$ cat src/rtl/dma_chan_status_reg.sv
module dma_chan_status_reg (
  input  logic        clk,
  input  logic        rst_n,
  input  logic        pwr_wake,
  input  logic        wr_en,
  input  logic [3:0]  wr_be,
  input  logic [31:0] wr_data,
  input  logic        drv_irq,
  input  logic        to_mem,
  input  logic        mem_flushed,
  input  logic        xfer_done,
  input  logic        bus_err,
  input  logic        own_wdog,
  input  logic        own_fifo_empty,
  input  logic        peer_wdog,
  input  logic        peer_fifo_empty,
  input  logic [2:0]  peer_cap,
  input  logic [2:0]  peer_stat,
  output logic [31:0] rd_data
);

  logic [3:0] ctl;
  logic [1:0] cap;
  logic       irq_q, err_q, act_q;
  logic [1:0] scr_keep, scr_bus, scr_pwr;

  logic wr0, wr1, wr2;
  assign wr0 = wr_en & wr_be[0];
  assign wr1 = wr_en & wr_be[1];
  assign wr2 = wr_en & wr_be[2];

  logic start_nx, irq_hit;
  assign start_nx = wr0 ? wr_data[0] : ctl[0];
  assign irq_hit  = drv_irq & (~to_mem | mem_flushed);

  always_ff @(posedge clk or negedge rst_n) begin
    if (!rst_n) begin
      ctl     <= '0;
      cap     <= '0;
      irq_q   <= 1'b0;
      err_q   <= 1'b0;
      act_q   <= 1'b0;
      scr_bus <= '0;
    end else begin
      if (wr0) ctl <= wr_data[3:0];
      if (wr2) cap <= wr_data[22:21];
      if (wr1) scr_bus <= wr_data[11:10];

      if (!ctl[0])
        irq_q <= drv_irq;
      else if (irq_hit)
        irq_q <= 1'b1;
      else if (wr2 && wr_data[18])
        irq_q <= 1'b0;

      if (bus_err)
        err_q <= 1'b1;
      else if (wr2 && wr_data[17])
        err_q <= 1'b0;

      act_q <= start_nx & ~xfer_done & (act_q | ~ctl[0]);
    end
  end

  always_ff @(posedge clk) begin
    if (wr1) scr_keep <= wr_data[13:12];
  end

  always_ff @(posedge clk) begin
    if (pwr_wake)
      scr_pwr <= '0;
    else if (wr1)
      scr_pwr <= wr_data[9:8];
  end

  assign rd_data = {
    peer_cap,
    peer_wdog,
    peer_fifo_empty,
    peer_stat,
    1'b0,
    cap,
    own_wdog,
    own_fifo_empty,
    irq_q,
    err_q,
    act_q,
    own_wdog | peer_wdog,
    peer_stat[2],
    scr_keep,
    scr_bus,
    scr_pwr,
    4'b0000,
    ctl
  };


  err_w1c_chk: assert property (@(posedge clk) disable iff (!rst_n)
    (wr_en && wr_be[2] && wr_data[17] && !bus_err) |=> !rd_data[17]);


  err_set_wins_chk: assert property (@(posedge clk) disable iff (!rst_n)
    bus_err |=> rd_data[17]);


  irq_hold_mem_chk: assert property (@(posedge clk) disable iff (!rst_n)
    (rd_data[0] && to_mem && !mem_flushed && !rd_data[18]) |=> !rd_data[18]);


  irq_sticky_chk: assert property (@(posedge clk) disable iff (!rst_n)
    (rd_data[0] && rd_data[18] && !(wr_en && wr_be[2] && wr_data[18])) |=> rd_data[18]);


  irq_follow_chk: assert property (@(posedge clk) disable iff (!rst_n)
    !rd_data[0] |=> (rd_data[18] == $past(drv_irq)));


  act_needs_start_chk: assert property (@(posedge clk) disable iff (!rst_n)
    !rd_data[0] |-> !rd_data[16]);


  act_done_chk: assert property (@(posedge clk) disable iff (!rst_n)
    xfer_done |=> !rd_data[16]);

endmodule

$ cat config.mk
export PLATFORM = sky130hd
export DESIGN_NAME = dma_chan_status_reg
export DESIGN_NICKNAME = d
export VERILOG_FILES = /design/src/rtl/dma_chan_status_reg.sv
export SDC_FILE = /design/constraint.sdc
export NUM_CORES = 1
export LEC_CHECK = 0
export BUFFER_PORTS_ARGS = -buffer_cell sky130_fd_sc_hd__buf_2
export CORE_MARGIN = 2
export CORE_UTILIZATION = 32
export CTS_CLUSTER_SIZE = 20
export DETAILED_ROUTE_END_ITERATION = 10
export GPL_ROUTABILITY_DRIVEN = 0
export PLACE_DENSITY = 0.77
export SYNTH_ARGS = -nofsm -noshare
export SYNTH_HDL_FRONTEND = slang
export SYNTH_SLANG_ARGS = --single-unit
$ cat constraint.sdc
create_clock -name clk -period 1.3 [get_ports clk]
set_input_delay 0.13 -clock clk [delete_from_list [all_inputs] [get_ports clk]]
set_output_delay 0.13 -clock clk [all_outputs]
set_load 0.005 [all_outputs]
==> flow_summary.yaml <==
run_status:
  outcome: "finished, final reports clean"
detailed_routing:
  drcViolationCount: 0
  wl_per_cell_um: 11.5
  wl_met3_um: 149
  avgViaCountPerCell: 4.36
  vias: 554
  drt-met1-wl_um: 521
  top_layer_used: "met3"
  wl_met2_um: 791
  firstDrtPassIters: 4
  drt_iter0_drc: 1
  antenna_left: 0
  wirelength_um: 1460
final_layout:
  final_cell_mix: "45 x buf_2, 11 x dfrtp_1, 7 x mux2_2"
  drive_gt1_share_pct: 61.6
  fin_nets: 155
  final_common_cell: "buf_2"
  areaGrowthSynthToFinish_pct: 22.3
  diodes: 0
  layoutNonFillerInstCount: 127
die:
  die_h_um: 52.4
  dieArea_um2: 2750
  start_util_pct: 33.9
  core_um2: 2210
  fp-row-count: 17
  die_w_um: 52.4
  ios: 87
sta:
  setup_tns_ps: 0
  max_freq_mhz: 1010
  period_minus_slack_ps: 988
  finalHoldViolCount: 0
  rsz0062_at_grt: "no"
  slew_viol_final: 0
  clock_skew_ps: 0.173
  period_share_pct: 76.0
  setup_viol: 0
critical_path:
  path_buf_inv: 1
  path_depth: 1
  path_cells: "buf_2"
  rr_startpoint: "ctl[0]"
  critical_path.top_delay_family: "flip-flops"
  crit_path_start: "ctl[0]"
  cp_max_fo: 5
  cp_slowest_cell: "dfrtp_1"
  required_ps: 1170
  cp.arrival_ps: 860
  critPathCapture: "rd_data[0]"
  crit_path_end_kind: "primary output"
  r2r_end: "act_q"
  critPathLaunchType: "flip-flop"
  crit_type: "flip-flop to primary output"
  critPathMaxStageDelay_ps: 440
  r2r_cells: 2
  r2r_setup_slack_ps: 320
cts:
  cts-root-buf: "clkbuf_4"
  cts_tree: "yes"
  post_cts_buffers: 0
  clk_pin_slew_ps: 90
  cts_sinks: 15
  clock_path_buffers: 2
  cts_buffers: 3
  clock_latency_ps: 270
  h-tree-depth: 1
place:
  dp_hpwl_um: 1190
  place_inst: 121
  io_buffers: 45
synth:
  synth-seq-cells: 15
  yosys_warnings: 0
  synth_top_area_share_pct: 36.7
  mappedNetlistArea_um2: 751
  synth.distinct_cells: 19
  syn_avg_cell_area_um2: 11.7
  netlist_instances: 64
  synth_seq_area_share_pct: 50.0
  synth_top_area_cell: "dfrtp_1"
  synth_area_leaders: "dfrtp_1 37%, buf_4 19%, mux2_2 10%"
global_routing:
  grt_antenna_before_repair: 0
  grt_max_degree: 12
  grtUsageTotal_pct: 11.1
  grt_pass1_vias: 561
  gr-total-overflow: 0
  grt_pass1_wl_um: 2210
power_and_ir_drop:
  ir_drop_v: 0.000474
  leakagePower_uw: 0.000467
  p_per_area_nw_per_um2: 1090
run:
  maxCapViolations: 0
min_path:
  worstHoldPathType: "input pin to flip-flop"
registers in the layout, indices dropped and copies added, names as in the netlist:
name      cells
irq_q         1
err_q         1
act_q         1
scr_pwr       2
scr_keep      2
cap           2
scr_bus       2
ctl           4
worst min path at each step:
stage                             end  cells after the start         from  slack [ps]
after floorplan                 act_q                      0        rst_n        -170
after global placement          err_q                      1        rst_n          10
after detailed placement        err_q                      1        rst_n          10
after CTS                  scr_pwr[1]                      2     pwr_wake          20
after global routing      scr_keep[0]                      1  wr_data[12]           8
final                      scr_pwr[1]                      2     pwr_wake          30
per-stage QoR:
stage / power [µW] / worst slack, ps / hold WS [ps] / cell area, µm² / util, %
floorplan: 687 / 373 / -166 / 766 / -
global placement: 742 / 352 / 9.61 / 872 / 39.4
detailed placement: 753 / 327 / 15.0 / 872 / 39.4
CTS: 1020 / 285 / 19.2 / 918 / 41.5
global route: 1070 / 230 / 7.82 / 918 / 41.5
finish: 999 / 312 / 28.1 / 918 / 41.5
routing by layer:
layer	up-vias	global-route usage, %
met5	-	0
met4	0	4.27
met3	0	2.86
met2	32	22.3
met1	259	10.3
li1	263	-
Yosys cell counts:
master and count:
a32o_1 1, nand2_1 2, edfxtp_1 2, dfrtp_1 11
a21oi_1 2, nand3b_1 1, conb_1 1, buf_4 19
buf_6 1, inv_1 2, mux2_2 7, dfxtp_1 2
a21bo_1 1, a21o_1 1, a221oi_2 1, nand2_2 2
or2_2 1, nand3_1 5, a21bo_2 2
repair_timing:
action	4_1_cts	5_1_grt
gates resized for setup	0	0
hold endpoints to repair	12	0
hold buffers	2	0
endpoints found under the setup margin	0	0
where the power goes:
part           switching, µW  internal, µW  leakage [µW]  total (µW)
Combinational           80.3           114      0.000288         194
Clock                    136           119     0.0000150         254
Sequential              25.6           525      0.000164         551
Total                    242           757      0.000467         999
logic make-up after synthesis:
group	after synthesis	synth area share, %
AO/OA/AOI/OAI	8	9.67
buffers and inverters	22	21.5
flip-flops	15	50.0
multiplexers	7	10.5
other	1	0.500
AND/OR/NAND/NOR	11	7.83
area by class of cell:
type / instances / area [µm²]
repair buffers: 47 / 245
fillers: 232 / 1290
multi-input cells: 31 / 229
clock buffers: 4 / 26.3
flip-flops and latches: 15 / 375
inverters: 2 / 7.51
well taps: 28 / 35.0
No activity file was read; power rests on OpenSTA's default activity.
